## src/rtl/sdram_cmd_pkg.sv

```systemverilog
package sdram_cmd_pkg;

  typedef enum logic [3:0] {
    CMD_INHIBIT   = 4'd0,
    CMD_NOP       = 4'd1,
    CMD_ACTIVE    = 4'd2,
    CMD_READ      = 4'd3,
    CMD_WRITE     = 4'd4,
    CMD_BST       = 4'd5,
    CMD_PRECHARGE = 4'd6,
    CMD_AREF      = 4'd7,
    CMD_SREF      = 4'd8,
    CMD_LMR       = 4'd9
  } cmd_e;

  // strobes from the control half to the datapath half
  typedef struct packed {
    cmd_e code;
    logic act;
    logic rd;
    logic wr;
    logic bst;
    logic pre;     // single-bank precharge
    logic preAll;  // precharge of every bank
    logic aref;
    logic sref;
    logic lmr;
    logic apFlag;  // auto precharge on this column access
    logic wrBeat;  // current cycle carries a write beat
    logic rdBeat;  // current cycle carries a read beat
  } strobe_t;

endpackage

```

## src/rtl/sdram_cmd_ctrl.sv

```systemverilog
module sdram_cmd_ctrl
  import sdram_cmd_pkg::*;
#(
  parameter int BURST_LEN = 4   // at least 2
) (
  input  logic    clk,
  input  logic    rst,
  input  logic    csN,
  input  logic    rasN,
  input  logic    casN,
  input  logic    weN,
  input  logic    cke,
  input  logic    apBit,
  output strobe_t stb
);

  localparam int WR_W = BURST_LEN - 1;   // beats after the WRITE cycle
  localparam int RD_W = BURST_LEN + 1;   // latency slot plus read beats

  cmd_e code;
  logic [WR_W-1:0] wrSched;
  logic [RD_W-1:0] rdSched;
  logic [RD_W-1:0] rdShift;

  always_comb begin
    code = CMD_INHIBIT;
    if (!csN) begin
      unique case ({rasN, casN, weN})
        3'b111:  code = CMD_NOP;
        3'b011:  code = CMD_ACTIVE;
        3'b101:  code = CMD_READ;
        3'b100:  code = CMD_WRITE;
        3'b110:  code = CMD_BST;
        3'b010:  code = CMD_PRECHARGE;
        3'b001:  code = cke ? CMD_AREF : CMD_SREF;
        default: code = CMD_LMR;
      endcase
    end
  end

  always_comb begin
    stb.code   = code;
    stb.act    = (code == CMD_ACTIVE);
    stb.rd     = (code == CMD_READ);
    stb.wr     = (code == CMD_WRITE);
    stb.bst    = (code == CMD_BST);
    stb.pre    = (code == CMD_PRECHARGE) && !apBit;
    stb.preAll = (code == CMD_PRECHARGE) && apBit;
    stb.aref   = (code == CMD_AREF);
    stb.sref   = (code == CMD_SREF);
    stb.lmr    = (code == CMD_LMR);
    stb.apFlag = apBit;
    stb.wrBeat = (code == CMD_WRITE) ||
                 (wrSched[0] && (code != CMD_BST) && (code != CMD_READ));
    stb.rdBeat = rdSched[0];
  end

  assign rdShift = rdSched >> 1;

  always_ff @(posedge clk) begin
    if (rst) begin
      wrSched <= '0;
      rdSched <= '0;
    end else begin
      if (stb.wr)
        wrSched <= '1;
      else if (stb.bst || stb.rd)
        wrSched <= '0;
      else
        wrSched <= wrSched >> 1;

      if (stb.rd)
        rdSched <= {{BURST_LEN{1'b1}}, rdShift[0]};
      else if (stb.bst)
        rdSched <= {{BURST_LEN{1'b0}}, rdShift[0]};
      else
        rdSched <= rdShift;
    end
  end

  // a burst stop leaves no read beat two cycles later
  p_bst_cut_r11: assert property (@(posedge clk) disable iff (rst)
    stb.bst |=> ##1 !stb.rdBeat);

  // no write beat is reported in a burst-stop cycle
  p_bst_nowr_r11: assert property (@(posedge clk) disable iff (rst)
    stb.bst |-> !stb.wrBeat);

endmodule

```

## src/rtl/sdram_cmd_datapath.sv

```systemverilog
module sdram_cmd_datapath
  import sdram_cmd_pkg::*;
#(
  parameter int BANK_W = 2,
  parameter int ROW_W  = 12,
  parameter int COL_W  = 8,
  parameter int AP_BIT = 10
) (
  input  logic              clk,
  input  logic              rst,
  input  strobe_t           stb,
  input  logic [BANK_W-1:0] ba,
  input  logic [ROW_W-1:0]  addr,
  input  logic              dqm,
  output logic [3:0]        cmdCode,
  output logic [BANK_W-1:0] cmdBank,
  output logic [ROW_W-1:0]  cmdRow,
  output logic [COL_W-1:0]  cmdCol,
  output logic              autoPre,
  output logic              preAll,
  output logic              bankErr,
  output logic [(1<<BANK_W)-1:0] bankOpen,
  output logic [ROW_W-1:0]  refreshRow,
  output logic [ROW_W-1:0]  modeReg,
  output logic              wrDataEn,
  output logic              rdDataEn
);

  localparam int NUM_BANKS = 1 << BANK_W;
  localparam int RD_MASK_LAT = 2;

  logic [ROW_W-1:0] bankRow [NUM_BANKS];
  logic [ROW_W-1:0] selRow;
  logic             selOpen;
  logic             colCmd;
  logic [RD_MASK_LAT-1:0] dqmPipe;

  assign colCmd = stb.rd || stb.wr;

  for (genvar b = 0; b < NUM_BANKS; b++) begin : g_bank
    logic             flagQ;
    logic [ROW_W-1:0] rowQ;
    logic             hit;

    assign hit = (ba == BANK_W'(b));

    always_ff @(posedge clk) begin
      if (rst) begin
        flagQ <= 1'b0;
        rowQ  <= '0;
      end else if (stb.act && hit) begin
        flagQ <= 1'b1;
        rowQ  <= addr;
      end else if (stb.preAll || (stb.pre && hit) ||
                   (colCmd && stb.apFlag && hit)) begin
        flagQ <= 1'b0;
      end
    end

    assign bankOpen[b] = flagQ;
    assign bankRow[b]  = rowQ;
  end

  assign selRow  = bankRow[ba];
  assign selOpen = bankOpen[ba];

  always_ff @(posedge clk) begin
    if (rst) begin
      cmdCode    <= CMD_INHIBIT;
      cmdBank    <= '0;
      cmdRow     <= '0;
      cmdCol     <= '0;
      autoPre    <= 1'b0;
      preAll     <= 1'b0;
      bankErr    <= 1'b0;
      refreshRow <= '0;
      modeReg    <= '0;
      dqmPipe    <= '0;
      wrDataEn   <= 1'b0;
      rdDataEn   <= 1'b0;
    end else begin
      cmdCode <= stb.code;
      cmdBank <= (stb.act || colCmd || stb.pre) ? ba : '0;
      if (stb.act)
        cmdRow <= addr;
      else if (colCmd)
        cmdRow <= selRow;
      else if (stb.aref || stb.sref)
        cmdRow <= refreshRow;
      else
        cmdRow <= '0;
      cmdCol  <= colCmd ? addr[COL_W-1:0] : '0;
      autoPre <= colCmd && stb.apFlag;
      preAll  <= stb.preAll;
      bankErr <= colCmd && !selOpen;
      if (stb.aref)
        refreshRow <= refreshRow + 1'b1;
      if (stb.lmr)
        modeReg <= addr;
      dqmPipe  <= {dqmPipe[RD_MASK_LAT-2:0], dqm};
      wrDataEn <= stb.wrBeat && !dqm;
      rdDataEn <= stb.rdBeat && !dqmPipe[RD_MASK_LAT-1];
    end
  end

  // precharge-all leaves every bank closed
  p_preall_closed_r5: assert property (@(posedge clk) disable iff (rst)
    stb.preAll |=> (bankOpen == '0));

  // auto refresh advances the row by one, wrapping
  p_refresh_step_r7: assert property (@(posedge clk) disable iff (rst)
    stb.aref |=> (refreshRow == ROW_W'($past(refreshRow) + 1'b1)));

  // self-refresh entry holds the row
  p_sref_hold_r7: assert property (@(posedge clk) disable iff (rst)
    stb.sref |=> $stable(refreshRow));

  // write mask acts in its own cycle
  p_wr_mask_r9: assert property (@(posedge clk) disable iff (rst)
    dqm |=> !wrDataEn);

  // read mask acts two cycles later
  p_rd_mask_r10: assert property (@(posedge clk) disable iff (rst)
    dqm |=> ##2 !rdDataEn);

  // error only on column commands
  p_err_col_r12: assert property (@(posedge clk) disable iff (rst)
    bankErr |-> (cmdCode == CMD_READ || cmdCode == CMD_WRITE));

endmodule

```

## src/rtl/sdram_cmd_decoder.sv

```systemverilog
module sdram_cmd_decoder
  import sdram_cmd_pkg::*;
#(
  parameter int BANK_W    = 2,
  parameter int ROW_W     = 12,
  parameter int COL_W     = 8,
  parameter int AP_BIT    = 10,
  parameter int BURST_LEN = 4
) (
  input  logic              clk,
  input  logic              rst,
  input  logic              csN,
  input  logic              rasN,
  input  logic              casN,
  input  logic              weN,
  input  logic              cke,
  input  logic [BANK_W-1:0] ba,
  input  logic [ROW_W-1:0]  addr,
  input  logic              dqm,
  output logic [3:0]        cmdCode,
  output logic [BANK_W-1:0] cmdBank,
  output logic [ROW_W-1:0]  cmdRow,
  output logic [COL_W-1:0]  cmdCol,
  output logic              autoPre,
  output logic              preAll,
  output logic              bankErr,
  output logic [(1<<BANK_W)-1:0] bankOpen,
  output logic [ROW_W-1:0]  refreshRow,
  output logic [ROW_W-1:0]  modeReg,
  output logic              wrDataEn,
  output logic              rdDataEn
);

  strobe_t stb;

  sdram_cmd_ctrl #(.BURST_LEN(BURST_LEN)) i_ctrl (
    .clk   (clk),
    .rst   (rst),
    .csN   (csN),
    .rasN  (rasN),
    .casN  (casN),
    .weN   (weN),
    .cke   (cke),
    .apBit (addr[AP_BIT]),
    .stb   (stb)
  );

  sdram_cmd_datapath #(
    .BANK_W(BANK_W), .ROW_W(ROW_W), .COL_W(COL_W), .AP_BIT(AP_BIT)
  ) i_datapath (
    .clk        (clk),
    .rst        (rst),
    .stb        (stb),
    .ba         (ba),
    .addr       (addr),
    .dqm        (dqm),
    .cmdCode    (cmdCode),
    .cmdBank    (cmdBank),
    .cmdRow     (cmdRow),
    .cmdCol     (cmdCol),
    .autoPre    (autoPre),
    .preAll     (preAll),
    .bankErr    (bankErr),
    .bankOpen   (bankOpen),
    .refreshRow (refreshRow),
    .modeReg    (modeReg),
    .wrDataEn   (wrDataEn),
    .rdDataEn   (rdDataEn)
  );

  // deselected cycles decode as inhibit
  p_inhibit_r1: assert property (@(posedge clk) disable iff (rst)
    csN |=> (cmdCode == CMD_INHIBIT));

  // deselected cycles leave the mode shadow alone
  p_inhibit_mode_r1: assert property (@(posedge clk) disable iff (rst)
    csN |=> $stable(modeReg));

endmodule

```

## config.mk

```make
export PLATFORM = sky130hd
export DESIGN_NAME = sdram_cmd_decoder
export DESIGN_NICKNAME = d
export VERILOG_FILES = /design/src/rtl/sdram_cmd_pkg.sv /design/src/rtl/sdram_cmd_ctrl.sv /design/src/rtl/sdram_cmd_datapath.sv /design/src/rtl/sdram_cmd_decoder.sv
export SDC_FILE = /design/constraint.sdc
export NUM_CORES = 1
export LEC_CHECK = 0
export BUFFER_PORTS_ARGS = -buffer_cell sky130_fd_sc_hd__buf_2
export CAP_MARGIN = 5
export CORE_MARGIN = 5
export CORE_UTILIZATION = 25
export DETAILED_ROUTE_END_ITERATION = 10
export GPL_TIMING_DRIVEN = 1
export PLACE_DENSITY = 0.44
export SLEW_MARGIN = 20
export SYNTH_ARGS = -nofsm -noshare
export SYNTH_HDL_FRONTEND = slang
export SYNTH_SLANG_ARGS = --single-unit
export TNS_END_PERCENT = 20
```

## constraint.sdc

```tcl
create_clock -name clk -period 4.7 [get_ports clk]
set_clock_uncertainty 0.2 [all_clocks]
set_input_delay 0.235 -clock clk [delete_from_list [all_inputs] [get_ports clk]]
set_output_delay 0.235 -clock clk [all_outputs]
set_load 0.05 [all_outputs]
```

After elaboration in Yosys (flattened, before gate mapping) --
Index checks and enable logic that the tools add are counted.
Word-level totals: word-level logic and storage cells 116, input port bits 22, flip-flop bits (word level) 117, output and inout port bits 59
Cells by class: $add $sub $neg 1, bitwise gates (word level) 3, $lt $le $gt $ge 2, eq/ne operators 20, muxes and demuxes 23, reductions and logical operators 45
Operators by type and width (count):
- two-way mux 12 bit | 5
- one-hot mux 4 bit (7 select lines) | 1
- binary-select mux 12 bit (select 2 bit) | 1
- logical AND 1 bit | 20
- equality test 4 x 3 -> 1 bit (second input constant) | 4
- logical OR 1 bit | 14
- adder 12 x 1 -> 12 bit (second input constant) | 1
- equality test 3 bit (second input constant) | 4
- two-way mux 4 bit | 3
- two-way mux 1 bit | 9
- equality test 4 x 2 -> 1 bit (second input constant) | 2
- equality test 4 bit (second input constant) | 2
- nonzero test 2 bit | 4
- equality test 3 x 2 -> 1 bit (second input constant) | 2
- two-way mux 5 bit | 1
- equality test 2 bit (second input constant) | 2
- logical NOT 1 bit | 4
- != test 4 x 2 -> 1 bit (second input constant) | 1
- != test 4 x 3 -> 1 bit (second input constant) | 1
- OR reduction 2 bit | 2
- equality test 3 x 1 -> 1 bit (second input constant) | 1
- >= comparator 3 bit (second input constant) | 1
- less-than comparator 2 x 3 -> 1 bit (second input constant) | 1
- two-way mux 3 bit | 1
- 6 further kinds | 7

Logic depth before layout (Yosys ltp) --
word-level depth 10, mapped depth 6

By module --
Synthesis repeated with hierarchy kept, for this count alone.
Unflattened totals: cell total of the unflattened synthesis 550, area total of the unflattened synthesis 4817.1 um2
Modules (own cells, without submodules):
- sdram_cmd_datapath | cells each 489, times used 1, area an instance 4337.9 um2, sequential area each 2182.1 um2
- sdram_cmd_ctrl | cells each 61, times used 1, area an instance 479.2 um2, sequential area each 160.2 um2

Worst setup path after synthesis --
Ideal clock, no wire load.
kind register to register, from reg i_datapath.refreshRow[2], to reg i_datapath.refreshRow[9], stages on the path, launching flop included 5, arrival 1.891 ns, slack 2.539 ns, data required time 4.430 ns, path buffers 0, cells stage by stage dfxtp_1 -> nand3_1 -> or4_4 -> or3_1 -> a21oi_1
Between the ends: cells in the longest elaborated chain, start to end 1
Ends and longest elaborated chain:
- start: declaration | RTL line sdram_cmd_datapath.sv:23 | output logic [ROW_W-1:0] refreshRow,
- start signal: assignment | RTL line sdram_cmd_datapath.sv:97 | refreshRow <= refreshRow + 1'b1;
- adder 12 x 1 -> 12 bit | RTL line sdram_cmd_datapath.sv:97
Every way passes these cells. A chain may end at the register's enable or synchronous reset.

Final worst setup path --
from in csN, to reg i_datapath.g_bank[3].rowQ[0]
Between the ends: cells in the longest elaborated chain, start to end 3
Ends and longest elaborated chain:
- start: declaration | RTL line sdram_cmd_decoder.sv:12 | input logic csN,
- two-way mux 4 bit | RTL line sdram_cmd_ctrl.sv:27 | if (!csN) begin
- equality test 4 x 2 -> 1 bit | RTL line sdram_cmd_ctrl.sv:43 | stb.act = (code == CMD_ACTIVE);
- logical AND 1 bit | RTL line sdram_cmd_datapath.sv:51 | end else if (stb.act && hit) begin
- end signal: assignment | RTL line sdram_cmd_datapath.sv:53 | rowQ <= addr;
- end: declaration | RTL line sdram_cmd_datapath.sv:42 | logic [ROW_W-1:0] rowQ;
Every way passes these cells.

==> reports/metrics.cfg <==
[timing]
tns_ns=0
worstMarginPinSlew_ns=1.143
setup_ws_ns=1.595
finalHoldViolations=0
clock.fmax_ghz=0.3220
period_needed_ns=3.105
rsz0062_at_grt=no
relSlewSlack_pct=23.49
period_share_pct=66.07
slew_viol_final=0
setup_violations=0

[grt]
grt_usage_pct=13.10
grt_pass1_vias=3967
grt_pass1_wl_um=22120
grt_max_degree=73
antenna_found_initial=0
grt_overflow=0

[place]
placed_cells=828
pre_cts_ws_ns=1.625
portBuffers=80
place_area_um2=5210
gp_congestion=0.7546
dpl.hpwl_um=9483

[logic_synthesis]
ys_seq_area_share_pct=50.17
synth_top_family_by_area=simple AND/OR/NAND/NOR gates
yosys-top-cells-count=nand2_1 (138), dfxtp_1 (117), a21oi_1 (74), clkbuf_1 (35), nor2_1 (29)
synth.top_cell.area_share_pct=50.17
synth_area_um2=4668
synth_nets=578
syn_avg_cell_area_um2=8.411
syn-instance-count=555
synthMuxAreaShare_pct=6.272
synth_fa_ha_area_share_pct=0.2680
async_flop_share_pct=0
yosysMostFrequentCell=nand2_1
synthTopCellsByArea=dfxtp_1 (50%), nand2_1 (11%), a21oi_1 (7.9%), mux2_2 (5.8%), clkbuf_1 (2.8%)
yosys_warnings=0
synthXorXnorAreaFrac_pct=1.689
yosysTopAreaCell=dfxtp_1
dominantRegCellSynth=dfxtp_1
synthSimpleGateAreaFrac_pct=22.49
ys_types=37
synth_compound_area_share_pct=15.12
synth_seq_cells=117
synth-edff-count=0

[pwr]
peakVddDrop_mv=0.2429
power_density_nw_per_um2=412.1
p_seq_share_pct=41.3
p_comb_share_pct=6.3
pwr-share-clk_pct=52.3
power.switching_uw=564.2
leakagePower_uw=0.002244
p_int_uw=1891
total_power_uw=2456
swShare_pct=22.98

[final_layout]
area_delta_synth_final_pct=27.66
finalNonFillerCells=875
fin_nets=652
num_antenna_cells=0
fill_cells=1922
drive_above_1_share_pct=22.93
finish.instance_area_um2=5959

[detailed_routing]
drt-initial-drc-count=264
ant_nets=0
dr.pass1.iters=4
drt-total-wl_um=13920
dr_total_vias=4036
drc=0
wire_per_inst_um=15.91
viasPerCell=4.613

[floorplan]
core_area_um2=18520
die-area_um2=21510
die_w_um=146.7
start_util_pct=25.21
die_h_um=146.7
ios=81
rows=50

[worst_setup_path]
crit_required_ns=4.84
arrival_ns=3.24
cp-end-kind=register
crit_type=input pin to register
path_max_fanout=20
start_kind=input pin

[worst_hold_path]
hp-class=input pin to register

[clocking]
clock_latency_ns=0.41
cts_root_buf=clkbuf_16
cts.htree.levels=4
path_clk_slew_ns=0.05
post_cts_resized=0
cts.hold.buffers_added=16
clockBufferDepth=2
postCtsSetupBuffers=0
cts_tree=yes
cts_sinks=117
cts_buffers=17

[flow_run]
cap_violations=0

[run_status]
run_status=finished, final reports clean

final timing paths:
check                           slack [ns]  cells past startpoint                                  start                                        end
worst max-delay path                  1.59                      6                                    csN  i_datapath.g_bank[3].rowQ[0]$_SDFFE_PP0P_
worst min-delay path                  0.04                      3                                   rasN           i_datapath.cmdCode[0]$_SDFF_PP0_
worst max register to register        2.77                      4  i_datapath.refreshRow[2]$_SDFFE_PP0N_     i_datapath.refreshRow[11]$_SDFFE_PP0N_
worst min register to register        0.19                      1       i_datapath.dqmPipe[1]$_SDFF_PP0_             i_datapath.rdDataEn$_SDFF_PP0_
state kept, by name (all words and copies together), names as in the netlist, 4 cells and up:
signal	cells
i_datapath.cmdCol	8
i_datapath.g_bank.rowQ	48
i_datapath.cmdRow	12
i_datapath.refreshRow	12
i_datapath.cmdCode	4
i_datapath.modeReg	12
i_datapath.g_bank.flagQ	4
i_ctrl.rdSched	5
through the flow:
stage	hold WS, ns	utilization (%)
after detailed placement	0.1937	28.14
after CTS	0.01583	32.14
after global routing	0.05036	32.18
after floorplan	0.1078	-
final	0.03629	32.18
after global placement	0.1928	28.09
critical path, cell delays in order:
cell           delay (ns)
dlygate4sd3_1        0.54
buf_2                0.21
nand4bb_1            0.79
nor2_1               1.16
nand2_1              0.13
a21oi_1              0.16
kinds of logic after synthesis:
group                    after synthesis
AND/OR/NAND/NOR                      233
AO/OA/AOI/OAI                        125
flip-flops                           117
buffers and inverters                 45
multiplexers                          25
XOR/XNOR                               9
adder cells (fa/ha/maj)                1
area by class of cell:
type                            count  area [um^2]  share of cell area [%]
Timing Repair Buffer               98        575.6                   9.658
Clock inverter                     10        131.4                   2.204
Clock buffer                       21        450.4                   7.558
Tap cell                          234        292.8                   4.913
Sequential cell                   117         2342                   39.30
Multi-Input combinational cell    393         2160                   36.24
Inverter                            2        7.507                  0.1260
power groups by stage:
stage	Combinational (uW)	Clock (uW)	Sequential [uW]
floorplan	69.7	0	1060
global placement	145	0	1040
detailed placement	147	0	1040
CTS	157	1320	1010
global route	169	1360	1020
finish	156	1290	1010
cells in the final DEF (no fill, tap or decap), types with 2 or more instances in the layout:
cell	netlist	final
nand2_1	138	138
nor3b_1	5	4
mux2_2	24	24
a22oi_1	12	12
dfxtp_1	117	117
a211oi_1	13	13
buf_2	2	80
or3_1	4	4
nand3_1	6	6
o21ai_0	18	18
and2_1	13	13
a31oi_1	4	4
or2_2	4	4
nand2b_1	4	4
nand4_1	3	3
clkbuf_1	35	3
nor2b_1	10	10
nor4_1	2	2
nor3_1	8	6
inv_1	2	2
bufinv_16	0	3
nor3_2	0	2
nor2_2	0	2
clkinv_2	0	5
a21oi_1	74	74
or3b_2	2	2
clkbuf_16	0	17
buf_4	4	2
nor2_1	29	27
dlygate4sd3_1	0	16
a2111oi_0	2	2
xnor2_1	7	7
xor2_1	2	2
layer usage:
metal  global-route usage (%)  part of all wire, %
met5                        0                    0
met4                    4.374                  1.3
met3                    4.190                  6.3
met2                    20.93                   47
met1                    16.73                   45
(Power assumes the default switching activity.)
